===== config.mk =====
export PLATFORM = sky130hd
export DESIGN_NAME = glitch_sampler
export DESIGN_NICKNAME = d
export VERILOG_FILES = /design/src/rtl/glt_pkg.sv /design/src/rtl/glt_activity.sv /design/src/rtl/glt_lane.sv /design/src/rtl/glt_ctrl.sv /design/src/rtl/glitch_sampler.sv
export SDC_FILE = /design/constraint.sdc
export NUM_CORES = 1
export LEC_CHECK = 0
export ABC_AREA = 1
export ABC_CLOCK_PERIOD_IN_PS = 860
export CAP_MARGIN = 10
export CORE_MARGIN = 2
export CORE_UTILIZATION = 25
export DETAILED_ROUTE_END_ITERATION = 16
export PLACE_DENSITY = 0.53
export SLEW_MARGIN = 20
export SYNTH_ARGS = -nofsm -noshare
export SYNTH_HDL_FRONTEND = slang
export SYNTH_SLANG_ARGS = --single-unit

===== constraint.sdc =====
create_clock -name clk -period 0.86 [get_ports clk]
set_input_delay 0.086 -clock clk [delete_from_list [all_inputs] [get_ports clk]]
set_output_delay 0.086 -clock clk [all_outputs]
set_load 0.01 [all_outputs]

===== src/rtl/glt_pkg.sv =====
// Package glt_pkg
// Shared types of the timing-mode glitch sampler.
// Assumes: nothing beyond IEEE 1800-2017.
package glt_pkg;

    // One channel's share of an output record.
    typedef struct packed {
        logic lvl;   // sampled level
        logic edg;   // net change since the previous tick
        logic glt;   // activity without net change
    } lane_rec_t;

endpackage


===== src/rtl/glt_activity.sv =====
// Module glt_activity
// Reports whether any transition occurred in one channel's interval.
// The observation chain starts with the previous sampled level and
// continues with obs[0] .. obs[SUB-1] in time order.
// Assumes: SUB >= 1; purely combinational.
module glt_activity #(
    parameter int SUB = 4
) (
    input  logic           prev_lvl,
    input  logic [SUB-1:0] obs,
    output logic           moved
);

    logic [SUB-1:0] diff;

    // Boundary pair: previous sample point against the first observation.
    assign diff[0] = prev_lvl ^ obs[0];

    // Adjacent pairs inside the interval.
    for (genvar k = 1; k < SUB; k++) begin : g_pair
        assign diff[k] = obs[k] ^ obs[k-1];
    end

    // Any differing pair counts as activity.
    assign moved = |diff;

endmodule


===== src/rtl/glt_lane.sv =====
// Module glt_lane
// Holds one channel's previous sampled level and classifies each
// interval as an edge, a glitch or neither.
// Assumes: 'armed' is low for the first tick after reset; rst_n is
// synchronous and active low.
module glt_lane
    import glt_pkg::*;
#(
    parameter int SUB = 4
) (
    input  logic           clk,
    input  logic           rst_n,
    input  logic           tick,
    input  logic           armed,
    input  logic [SUB-1:0] obs,
    output lane_rec_t      rec
);

    logic prev_q;
    logic edg_q;
    logic glt_q;
    logic cur_lvl;
    logic moved;
    logic edg_d;
    logic glt_d;

    glt_activity #(.SUB(SUB)) u_act (
        .prev_lvl (prev_q),
        .obs      (obs),
        .moved    (moved)
    );

    // Classify the closing interval against the stored level.
    always_comb begin
        cur_lvl = obs[SUB-1];
        edg_d   = armed && (cur_lvl != prev_q);
        glt_d   = armed && moved && (cur_lvl == prev_q);
    end

    // Register the level and flags on a tick; flags drop between ticks.
    always_ff @(posedge clk) begin
        if (!rst_n) begin
            prev_q <= 1'b0;
            edg_q  <= 1'b0;
            glt_q  <= 1'b0;
        end else if (tick) begin
            prev_q <= cur_lvl;
            edg_q  <= edg_d;
            glt_q  <= glt_d;
        end else begin
            edg_q  <= 1'b0;
            glt_q  <= 1'b0;
        end
    end

    assign rec = '{lvl: prev_q, edg: edg_q, glt: glt_q};

endmodule


===== src/rtl/glt_ctrl.sv =====
// Module glt_ctrl
// Record strobe and first-tick suppression shared by all lanes.
// Assumes: rst_n is synchronous and active low.
module glt_ctrl (
    input  logic clk,
    input  logic rst_n,
    input  logic tick,
    output logic armed,
    output logic rec_valid
);

    // Arm after the first tick; the strobe follows each tick by one clock.
    always_ff @(posedge clk) begin
        if (!rst_n) begin
            armed     <= 1'b0;
            rec_valid <= 1'b0;
        end else begin
            rec_valid <= tick;
            if (tick) begin
                armed <= 1'b1;
            end
        end
    end

endmodule


===== src/rtl/glitch_sampler.sv =====
// Module glitch_sampler
// Timing-mode front end: samples N_CH channels once per tick. For each
// channel it reports the level, a net-change edge flag and a glitch
// flag for activity that left no net change.
// Assumes: sub_obs holds SUB ordered observations per channel
// (bit 0 earliest, bit SUB-1 at the sample point).
module glitch_sampler
    import glt_pkg::*;
#(
    parameter int N_CH = 8,
    parameter int SUB  = 4
) (
    input  logic                clk,
    input  logic                rst_n,
    input  logic                tick,
    input  logic [N_CH*SUB-1:0] sub_obs,
    output logic                rec_valid,
    output logic [N_CH-1:0]     smp,
    output logic [N_CH-1:0]     edge_o,
    output logic [N_CH-1:0]     glitch_o
);

    localparam int OBS_W = N_CH * SUB;

    logic      armed;
    lane_rec_t lane_rec [N_CH];

    glt_ctrl u_ctrl (
        .clk       (clk),
        .rst_n     (rst_n),
        .tick      (tick),
        .armed     (armed),
        .rec_valid (rec_valid)
    );

    // One independent lane per channel.
    for (genvar c = 0; c < N_CH; c++) begin : g_lane
        glt_lane #(.SUB(SUB)) u_lane (
            .clk   (clk),
            .rst_n (rst_n),
            .tick  (tick),
            .armed (armed),
            .obs   (sub_obs[c*SUB +: SUB]),
            .rec   (lane_rec[c])
        );

        // Flatten lane records onto the output vectors.
        assign smp[c]      = lane_rec[c].lvl;
        assign edge_o[c]   = lane_rec[c].edg;
        assign glitch_o[c] = lane_rec[c].glt;
    end

    // Static check that the observation bus width is consistent.
    initial begin
        if (OBS_W != $bits(sub_obs)) $error("sub_obs width mismatch");
    end

endmodule


---- Word level (Yosys, flattened, before mapping) ----
Index checks and enable logic that the tools add are counted.
W data, S select, Z words.
word-level totals
  register bits after elaboration ......... 26
  input bits .............................. 35
  word-level logic and storage cells ...... 107
  output and inout port bits .............. 25
cells by class
  bitwise operators ....................... 32
  reductions and logical operators ........ 33
  equal/unequal tests ..................... 16
operator list
  operator             count
  $reduce_or A4 Y1     8
  $xor A1 B1 Y1        32
  $logic_and A1 B1 Y1  24
  $eq A1 B1 Y1         8
  $ne A1 B1 Y1         8
  $reduce_and A2 Y1    1

---- Depth between registers and ports, before layout ----
Gate-level depths: netlist of run 1.
  word-level depth ........................ 4
  mapped depth ............................ 5
  mapped depth without buffers ............ 5

---- By module ----
A second synthesis of run 1 with hierarchy kept.
second synthesis, totals
  cell total of the unflattened synthesis .. 302
  area total of the unflattened synthesis .. 1656.6 um2
modules (own cells, without submodules)
  module        area an instance (um2)  cells each  instances  seq. area each (um2)
  glt_lane      157.7                   26          8          60.1
  glt_activity  42.5                    11          8          0.0
  glt_ctrl      55.1                    6           1          40.0

---- Worst setup path after synthesis of run 1 ----
Ideal clock, no wire load.
  kind .................................... register to register
  start point ............................. register u_ctrl.armed
  end point ............................... register g_lane[0].u_lane.glt_q
  buffers on the path ..................... 0
  data required time ...................... 0.796 ns
  setup time .............................. 0.064 ns
  arrival ................................. 0.692 ns
  slack ................................... 0.104 ns
  stages on the path, launching flop included .. 5
  clock period less this slack ............ 0.756 ns
  path through ............................ dfxtp_1 > inv_1 > nor2_8 > nand3_1 > nor2_1
between the ends
  word-level cells in the longest chain between the ends .. 2
RTL lines
  item                               RTL line        source
  from (decl)                        glt_ctrl.sv:8   output logic armed,
  from (signal assigned)             glt_ctrl.sv:15  armed <= 1'b0;
  from (signal assigned)             glt_ctrl.sv:20  armed <= 1'b1;
  $logic_and A1 B1 Y1 (2 in series)  glt_lane.sv:37  glt_d = armed && moved && (cur_lvl == prev_q);
  to (signal assigned)               glt_lane.sv:49  glt_q <= glt_d;
  to (decl)                          glt_lane.sv:21  logic glt_q;
Every way passes these cells.
A chain may end at the register's enable or synchronous reset.

---- Worst setup path after layout of run 1 ----
  start point ............................. register g_lane[7].u_lane.prev_q
  end point ............................... register g_lane[7].u_lane.glt_q
between the ends
  word-level cells in the longest chain between the ends .. 4
  elaborated cells between the ends (all ways) .. 5
  those cells by class .................... eq/ne (1); bitwise (1); reduce/logical (3)
RTL lines
  item                    RTL line            source
  from (decl)             glt_lane.sv:19      logic prev_q;
  from (signal assigned)  glt_lane.sv:47      prev_q <= cur_lvl;
  $xor A1 B1 Y1           glt_activity.sv:17  assign diff[0] = prev_lvl ^ obs[0];
  $reduce_or A4 Y1        glt_activity.sv:25  assign moved = |diff;
  $logic_and A1 B1 Y1     glt_lane.sv:37
  $logic_and A1 B1 Y1 *   glt_lane.sv:37
  to (signal assigned)    glt_lane.sv:49
  to (decl)               glt_lane.sv:21
Every way passes the cells marked *; elsewhere a longest branch is shown, timed or not.

==> impl_metrics.csv, run 1 <==
group,metric,value,unit
floorplan,die-area,5900,um^2
pwr,internal_power,1.91,mW
critical_path,timing.rr.end,"g_lane[7].u_lane.glt_q$_SDFF_PN0_",
pwr,pwr-share-clk,26.3,%
critical_path,reg2reg_depth,6,
pwr,irDropWorstVdd,0.525,mV
placement,port_buffers,59,
floorplan,initial_core_util,26.0,%
clocking,cts_buffers,3,
clocking,htree_levels,1,
drt,drt_iter0_markers,48,
timing,final-max-slew-violation-count,0,
critical_path,regToRegSetupSlack,0.003,ns
placement,hpwl,2240,um
placement,place_inst,324,
drt,avgViaCountPerCell,3.77,
timing,setup-violations-final,0,
drt,vias,1238,
timing,clock.fmax,1170,MHz
critical_path,worstPathMaxFanout,3,
critical_path,cp-end-kind,"flip-flop",
critical_path,critPathLaunch,"g_lane[7].u_lane.prev_q$_SDFFE_PN0P_",
global_routing,grt_pass1_wl,4850,um
drt,wl_per_cell,8.84,um
synthesis,synth_area_per_cell,6.53,um^2
critical_path,crit_arrival,1.06,ns
placement,gp_congestion,0.719,
synthesis,synth_area,1330,um^2
synthesis,yosysUniqueCellTypes,12,
synthesis,ys_ff_latch,26,
clocking,clkLatencyLatePin,0.26,ns
timing,hold_viol,0,
pwr,p_total,2.58,mW
cells_and_area,nets,295,
global_routing,grt_max_degree,17,
pwr,p_switching,0.665,mW
global_routing,grt_use_total,10.0,%
synthesis,synth-seq-area-share,39.2,%
synthesis,syn_inst,203,
run_status,outcome,"finished clean",
pwr,p_per_area,1280,nW/um^2
clocking,clk_pin_slew_worst_paths,0.09,ns
timing,rsz0062_at_grt,"true",
cells_and_area,utilization,39.3,%
global_routing,grt_pass1_vias,1159,
timing,period_minus_slack,0.857,ns
synthesis,syn_nets,238,
placement,dpl_worst_slack,-0.307,ns
pwr,leakagePower,1.06,nW
drt,drtPass1Iterations,4,
timing,clock_skew,0.00156,ns
clocking,clock-sinks,26,
critical_path,worstSetupPathType,"reg -> reg",
global_routing,grt.overflow.total,0,
cells_and_area,fin_cells,328,
clocking,clock_path_buffers,2,
drt,drc,0,
critical_path,cp-endpoint,"g_lane[7].u_lane.glt_q$_SDFF_PN0_",
floorplan,die_y,76.8,um
cells_and_area,antenna_cells,0,
floorplan,io_pins,60,
floorplan,core_area,5110,um^2
pwr,pwr-share-seq,50.2,%
timing,slew_headroom,87.7,%
timing,finalCritPeriodShare,99.7,%
clocking,cts_tree,"yes",
floorplan,die_w,76.8,um
synthesis,yosysWarnings,0,
drt,ant_nets,0,
timing,tightest_slew,0.185,ns
critical_path,start_kind,"flip-flop",
min_path,hp-class,"in -> reg",
floorplan,core.rowCount,26,
pwr,power_frac_comb,23.5,%
flow_run,timing.max_cap.violations,0,
cells_and_area,synthToLayoutAreaGrowth,51.2,%
global_routing,antenna_found_initial,0,
clocking,cts_root_buf,"clkbuf_8",
critical_path,r2r_start,"g_lane[7].u_lane.prev_q$_SDFFE_PN0P_",
timing,setup_ws,0.00297,ns
pwr,switching_share,25.8,%
critical_path,worstPathRequired,1.06,ns
cells_and_area,drive_gt1_share,35.3,%
clocking,holdBufCountCts,0,
drt,routed_wl,2900,um
-- metal layers --
layer,wire [um],global-route usage (%)
met5,0,0
met4,40,5.45
met3,183,1.53
met2,1310,16.0
met1,1370,12.9
-- worst min path at each step --
stage	end	cells after the start	startpoint
final	u_ctrl.rec_valid$_SDFF_PN0_	4	rst_n
after global routing	u_ctrl.rec_valid$_SDFF_PN0_	4	tick
after CTS	u_ctrl.rec_valid$_SDFF_PN0_	4	rst_n
after detailed placement	u_ctrl.armed$_SDFFE_PN0P_	2	u_ctrl.armed$_SDFFE_PN0P_
after global placement	u_ctrl.armed$_SDFFE_PN0P_	2	u_ctrl.armed$_SDFFE_PN0P_
after floorplan	g_lane[0].u_lane.prev_q$_SDFFE_PN0P_	2	sub_obs[3]
-- flip-flops by register name (all words and copies together), names as in the netlist --
| name | flops |
|---|---|
| u_ctrl.rec_valid | 1 |
| g_lane.u_lane.edg_q | 8 |
| g_lane.u_lane.glt_q | 8 |
| u_ctrl.armed | 1 |
| g_lane.u_lane.prev_q | 8 |
-- power groups by stage --
stage          Sequential, mW  Combinational, mW  Clock (mW)
6_report                 1.29              0.606       0.677
5_1_grt                  1.30              0.677       0.758
4_1_cts                  1.29              0.551       0.718
3_5_place_dp             1.31              0.586           0
3_3_place_gp             1.31              0.581           0
2_1_floorplan            1.31              0.276           0
-- synth_stat cells (all sizes together) --
library cell,n,share of area (%)
o21ai,8,3.0
inv,35,9.9
a21oi,8,3.0
nand3,8,3.0
buf,26,14
nand2,51,15
dfxtp,26,39
nor2,41,13
-- timing repair --
| item | CTS | global route |
|---|---|---|
| pin swaps | 8 | 15 |
| setup buffers | 2 | 0 |
| setup endpoints to repair | 33 | 10 |
| resized for setup | 118 | 37 |
-- area by class of cell --
type	instances	area, um^2
Timing Repair Buffer	78	648
Sequential cell	26	536
Inverter	35	131
Clock buffer	3	41.3
Fill cell	579	3100
Tap cell	70	87.6
Multi-Input combinational cell	116	562
-- stage by stage --
| step | hold WS (ns) | setup TNS, ns | instance area, um^2 |
|---|---|---|---|
| final | 0.352 | 0 | 2010 |
| after global placement | 0.431 | -7.22 | 1950 |
| after CTS | 0.346 | 0 | 1890 |
| after floorplan | 0.238 | 0 | 1330 |
| after detailed placement | 0.435 | -7.59 | 1950 |
| after global routing | 0.384 | -0.257 | 2010 |
-- logic make-up after synthesis --
group / share of synthesized area, %
flops: 39.2
buf+inv: 24.2
compound gates: 6.04
simple gates: 30.5
-- cell usage in the layout, fill, tap and decap left out --
| cell type | instances |
|---|---|
| nor2_8 | 1 |
| dfxtp_2 | 12 |
| nand2_1 | 33 |
| buf_6 | 10 |
| buf_4 | 11 |
| clkbuf_8 | 3 |
| inv_1 | 27 |
| clkdlybuf4s50_1 | 32 |
| nand3_2 | 5 |
| o21ai_0 | 8 |
| dlygate4sd2_1 | 2 |
| buf_2 | 23 |
| nand3_1 | 3 |
| nand2_4 | 2 |
| a21oi_1 | 8 |
| inv_2 | 8 |
| nand2_2 | 16 |
| dfxtp_1 | 14 |
| nor2_1 | 40 |
-- critical path, cell delays in order, from the launching register on --
cell	delay, ns
dfxtp_2	0.34
buf_6	0.12
nand2_2	0.06
inv_1	0.04
nand2_1	0.08
nand3_2	0.07
nor2_1	0.09
No activity file was read; power rests on OpenSTA's default activity.
==> run 2: changes to the inputs <==
--- a/config.mk
+++ b/config.mk
@@ -9,9 +9,9 @@
 export ABC_CLOCK_PERIOD_IN_PS = 860
 export CAP_MARGIN = 10
 export CORE_MARGIN = 2
-export CORE_UTILIZATION = 25
+export CORE_UTILIZATION = 35
 export DETAILED_ROUTE_END_ITERATION = 16
-export PLACE_DENSITY = 0.53
+export PLACE_DENSITY = 0.69
 export SLEW_MARGIN = 20
 export SYNTH_ARGS = -nofsm -noshare
 export SYNTH_HDL_FRONTEND = slang
==> run 2 against run 1 <==
The run now ends with negative setup slack left. Global-route usage rose by 2.7 points. Die area fell by 27%. Final cell count fell by 6.4%. Clock skew rose by 0.0032 ns. Highest routed layer unchanged.
==> impl_metrics.csv, run 2 (synthesis gave the netlist of run 1 again) <==
group,metric,value,unit
critical_path,worstSetupPathType,"reg -> reg",
timing,final-max-slew-violation-count,0,
floorplan,core_area,3660,um^2
drt,wl_per_cell,9.31,um
critical_path,timing.rr.end,"g_lane[3].u_lane.edg_q$_SDFF_PN0_",
timing,slew_headroom,88.5,%
cells_and_area,antenna_cells,0,
drt,vias,1246,
floorplan,die_w,65.6,um
clocking,cts_buffers,3,
floorplan,io_pins,60,
cells_and_area,largest_registers,"g_lane.u_lane.edg_q (8), g_lane.u_lane.glt_q (8), g_lane.u_lane.prev_q (8)",
min_path,min_to,"u_ctrl.armed$_SDFFE_PN0P_",
floorplan,core.rowCount,22,
pwr,pwr-share-clk,29.0,%
global_routing,antenna_found_initial,0,
floorplan,die-area,4300,um^2
timing,tightest_slew,0.171,ns
floorplan,die_y,65.6,um
placement,port_buffers,59,
placement,hpwl,1880,um
min_path,hp-class,"in -> reg",
floorplan,initial_core_util,36.2,%
timing,setup-violations-final,1,
critical_path,start_kind,"flip-flop",
clocking,clkLatencyLatePin,0.27,ns
drt,drt_iter0_markers,33,
clocking,htree_levels,1,
cells_and_area,nFillCells,359,
global_routing,grt_pass1_wl,4260,um
cells_and_area,synthToLayoutAreaGrowth,53.1,%
run_status,outcome,"complete, but fails checks",
critical_path,worstPathMaxFanout,3,
drt,drc,0,
global_routing,grt_max_degree,17,
timing,whs,0.384,ns
global_routing,grt.overflow.total,0,
pwr,switching_share,26.1,%
cells_and_area,multiInputGateArea,611,um^2
critical_path,regToRegSetupSlack,-0.006,ns
pwr,p_total,2.73,mW
cells_and_area,nets,295,
clocking,cts_tree,"yes",
cells_and_area,final_common_cell,"nor2_1",
clocking,clock-sinks,26,
cells_and_area,regArea,538,um^2
timing,finalCritPeriodShare,101,%
drt,drtPass1Iterations,4,
clocking,holdBufCountCts,0,
clocking,clk_pin_slew_worst_paths,0.09,ns
timing,rsz0062_at_grt,"true",
cells_and_area,fin_cells,307,
pwr,p_switching,0.712,mW
timing,clock_skew,0.00479,ns
critical_path,worstPathRequired,1.03,ns
timing,setup_ws,-0.00574,ns
timing,period_minus_slack,0.866,ns
critical_path,reg2reg_depth,6,
cells_and_area,final_area,2030,um^2
min_path,hold_depth,4,
critical_path,r2r_start,"g_lane[3].u_lane.prev_q$_SDFFE_PN0P_",
critical_path,crit_arrival,1.04,ns
pwr,pwr-share-seq,47.4,%
critical_path,cp-end-kind,"flip-flop",
drt,routed_wl,2860,um
pwr,irDropWorstVdd,0.684,mV
placement,gp_congestion,0.709,
drt,avgViaCountPerCell,4.06,
pwr,power_frac_comb,23.6,%
run_status,violations,"negative setup slack",
global_routing,grt_use_total,12.7,%
global_routing,grt_pass1_vias,1041,
drt,ant_nets,0,
pwr,p_per_area,1340,nW/um^2
timing,tns,-0.00574,ns
clocking,clock_path_buffers,2,
flow_run,timing.max_cap.violations,0,
placement,place_inst,298,
pwr,leakagePower,1.07,nW
cells_and_area,drive_gt1_share,40.5,%
placement,placed_area,1890,um^2
min_path,hold_path_startpoint,"rst_n",
cells_and_area,layout_common_cells,"nor2_1, clkdlybuf4s50_1, nand2_1, inv_1, buf_2",
timing,hold_viol,0,
pwr,internal_power,2.02,mW
clocking,cts_root_buf,"clkbuf_8",
timing,clock.fmax,1160,MHz
==> run 2: how the worst max path moves through the flow <==
stage	from	end	slack, ns	cells after the start
6_report	g_lane[3].u_lane.prev_q$_SDFFE_PN0P_	g_lane[3].u_lane.edg_q$_SDFF_PN0_	-0.006	6
5_1_grt	g_lane[5].u_lane.prev_q$_SDFFE_PN0P_	g_lane[5].u_lane.glt_q$_SDFF_PN0_	-0.06	6
4_1_cts	g_lane[4].u_lane.edg_q$_SDFF_PN0_	edge_o[4]	-0.04	1
3_5_place_dp	tick	g_lane[7].u_lane.edg_q$_SDFF_PN0_	-0.29	5
3_3_place_gp	rst_n	g_lane[3].u_lane.edg_q$_SDFF_PN0_	-0.27	5
2_1_floorplan	u_ctrl.armed$_SDFFE_PN0P_	g_lane[0].u_lane.glt_q$_SDFF_PN0_	0.10	4
==> run 2: metrics by stage <==
stage | utilization (%) | setup slack (ns)
after global routing | 55.5 | -0.0648
after global placement | 51.7 | -0.271
after CTS | 51.2 | -0.0373
final | 55.5 | -0.00574
after floorplan | - | 0.104
after detailed placement | 51.7 | -0.288
==> run 2: worst max-delay path: stages (launching register included) <==
cell and delay (ns):
dfxtp_2 0.33, buf_6 0.12, inv_2 0.04, nand2_2 0.05
nand2_2 0.10, buf_6 0.10, nor2_1 0.03
==> run 2: cell type report <==
| cell class | instances | share of cell area [%] |
|---|---|---|
| Timing Repair Buffer | 77 | 31.1 |
| Multi-Input combinational cell | 117 | 30.1 |
| Sequential cell | 26 | 26.5 |
| Inverter | 35 | 6.72 |
| Tap cell | 48 | 2.96 |
| Clock buffer | 4 | 2.71 |
==> run 2: layer usage <==
metal  global-route usage [%]  vias up  share of wire [%]
met5                        0        -                  0
met4                     3.91        0               0.67
met3                     2.91        2                6.5
met2                     21.2       32                 47
met1                     16.3      523                 46
li1                         -      689                  -
==> run 2: what timing repair did <==
| item | in CTS | in global routing |
|---|---|---|
| endpoints found under the setup margin | 41 | 15 |
| setup buffers | 3 | 2 |
| resized for setup | 117 | 54 |
| endpoints found under the hold margin | 0 | 0 |
| gates cloned | 1 | 0 |
| pin swaps | 4 | 25 |
==> run 2: power by group through the flow <==
stage	Combinational, mW	Sequential (mW)	Clock [mW]
floorplan	0.276	1.31	0
global placement	0.561	1.31	0
detailed placement	0.566	1.31	0
CTS	0.544	1.29	0.806
global route	0.715	1.30	0.862
finish	0.644	1.29	0.792
==> run 3: changes to the inputs <==
--- a/config.mk
+++ b/config.mk
@@ -6,7 +6,7 @@
 export NUM_CORES = 1
 export LEC_CHECK = 0
 export ABC_AREA = 1
-export ABC_CLOCK_PERIOD_IN_PS = 860
+export ABC_CLOCK_PERIOD_IN_PS = 1000
 export CAP_MARGIN = 10
 export CORE_MARGIN = 2
 export CORE_UTILIZATION = 35
==> constraint.sdc (replaced) <==
create_clock -name clk -period 1 [get_ports clk]
set_input_delay 0.1 -clock clk [delete_from_list [all_inputs] [get_ports clk]]
set_output_delay 0.1 -clock clk [all_outputs]
set_load 0.01 [all_outputs]
==> run 3 against run 2 <==
The run now ends clean. Wire length down 12%. Setup slack better by 0.031 ns. Final area down 5.7%. Flip-flop and latch count unchanged. Register-to-register slack better by 0.09 ns. Non-clock buffer count down 7. Critical endpoint is now smp[1].
==> impl_metrics.csv, run 3 (synthesis gave the netlist of run 1 again) <==
group,metric,value,unit
run_status,outcome,"finished clean",
pwr,switching_share,24.3,%
drt,drtPass1Iterations,4,
drt,met3_length,147,um
clocking,cts_root_buf,"clkbuf_8",
flow_run,timing.max_cap.violations,0,
critical_path,cp_top_family,"flip-flops",
critical_path,cp_cell_sequence,"dlygate4sd2_1",
global_routing,grt_pass1_vias,1024,
cells_and_area,utilization,52.3,%
drt,drc,0,
critical_path,crit_arrival,0.87,ns
timing,setup-violations-final,0,
pwr,leakagePower,1.04,nW
drt,wl_per_cell,8.34,um
global_routing,antenna_found_initial,0,
placement,placed_area,1870,um^2
drt,drt_iter0_markers,27,
pwr,p_per_area,1160,nW/um^2
placement,port_buffers,59,
pwr,internal_power,1.69,mW
timing,finalCritPeriodShare,97.4,%
critical_path,worstSetupPathType,"reg -> out",
floorplan,initial_core_util,36.2,%
pwr,p_switching,0.541,mW
timing,setup_ws,0.0256,ns
cells_and_area,final_common_cell,"nand2_1",
critical_path,slowest_stage,"dfxtp_1",
critical_path,cp.depth,1,
clocking,cts_tree,"yes",
floorplan,die_y,65.6,um
drt,avgViaCountPerCell,3.99,
timing,clock.fmax,1030,MHz
drt,top_layer,"met4",
timing,tightest_slew,0.280,ns
clocking,clock_path_buffers,2,
critical_path,reg2reg_depth,4,
min_path,hp-class,"in -> reg",
drt,ant_nets,0,
floorplan,io_pins,60,
placement,hpwl,1880,um
timing,hold_viol,0,
global_routing,grt_pass1_wl,4110,um
cells_and_area,antenna_cells,0,
cells_and_area,nets,288,
pwr,irDropWorstVdd,0.636,mV
drt,routedLengthMet1,1180,um
timing,period_minus_slack,0.974,ns
cells_and_area,synthToLayoutAreaGrowth,44.4,%
critical_path,worstPathMaxFanout,2,
placement,gp_congestion,0.709,
critical_path,regToRegSetupSlack,0.08,ns
timing,slew_headroom,81.3,%
pwr,p_total,2.23,mW
drt,routed_wl,2500,um
placement,dpl_worst_slack,-0.184,ns
clocking,clkLatencyLatePin,0.26,ns
floorplan,core_area,3660,um^2
cells_and_area,final_area,1920,um^2
floorplan,die-area,4300,um^2
cells_and_area,largest_registers,"g_lane.u_lane.edg_q (8), g_lane.u_lane.glt_q (8), g_lane.u_lane.prev_q (8)",
timing,clock_skew,0.00423,ns
cells_and_area,layout_common_cells,"nand2_1, nor2_1, inv_1, clkdlybuf4s50_1, dfxtp_1",
critical_path,crit_buf_inv,1,
drt,vias,1198,
clocking,cts_buffers,3,
global_routing,grt_max_degree,17,
timing,rsz0062_at_grt,"false",
global_routing,grt.overflow.total,0,
critical_path,start_kind,"flip-flop",
timing,final-max-slew-violation-count,0,
drt,routed-wl-met2,1160,um
clocking,htree_levels,1,
floorplan,core.rowCount,22,
pwr,pwr-share-seq,49.7,%
min_path,hold_depth,3,
floorplan,die_w,65.6,um
critical_path,worstPathRequired,0.90,ns
pwr,pwr-share-clk,29.8,%
critical_path,cp-end-kind,"output pin",
global_routing,grt_use_total,12.2,%
clocking,postCtsSetupRepairBufs,0,
critical_path,slowest_delay,0.34,ns
pwr,power_frac_comb,20.4,%
clocking,clock-sinks,26,
cells_and_area,drive_gt1_share,10.3,%
clocking,clk_pin_slew_worst_paths,0.09,ns
-- run 3: area by class of cell --
type / instances / area [um^2]
fillers: 366 / 1750
repair buffers: 70 / 644
flip-flops and latches: 26 / 524
multi-input cells: 117 / 500
inverters: 35 / 131
well taps: 48 / 60.1
clock buffers: 4 / 55.1
-- run 3: final timing paths --
path                                              from                                    to
setup reg to reg             u_ctrl.armed$_SDFFE_PN0P_     g_lane[5].u_lane.edg_q$_SDFF_PN0_
hold reg to reg              u_ctrl.armed$_SDFFE_PN0P_             u_ctrl.armed$_SDFFE_PN0P_
setup / recovery  g_lane[1].u_lane.prev_q$_SDFFE_PN0P_                                smp[1]
hold / removal                             sub_obs[31]  g_lane[7].u_lane.prev_q$_SDFFE_PN0P_
-- run 3: repair_timing --
item / in CTS / in global routing
gates resized for setup: 32 / 9
hold buffers: 0 / 0
endpoints found under the setup margin: 25 / 8
pin swaps: 0 / 1
cloned: 0 / 1
-- run 3: power by group through the flow --
stage,sequential [mW],combinational [mW],clock (mW)
after floorplan,1.13,0.237,0
after global placement,1.13,0.473,0
after detailed placement,1.13,0.474,0
after CTS,1.11,0.449,0.696
after global routing,1.11,0.514,0.735
final,1.11,0.455,0.664
-- run 3: worst reg2reg max path, cell delays in order (launching register included) --
cell and delay (ns):
dfxtp_1 0.32, inv_1 0.22, nor2_8 0.07, inv_2 0.15, nor2_1 0.06
-- run 3: routing by layer --
metal | vias up | global-route usage [%]
met5 | - | 0
met1 | 489 | 15.1
met2 | 32 | 21.0
li1 | 675 | -
met3 | 2 | 2.57
met4 | 0 | 3.91
-- run 3: stage by stage --
stage	hold slack, ns	cells	setup TNS, ns
floorplan	0.252	203	0
global placement	0.430	295	-2.77
detailed placement	0.439	295	-3.00
CTS	0.414	299	0
global route	0.446	300	0
finish	0.426	300	0
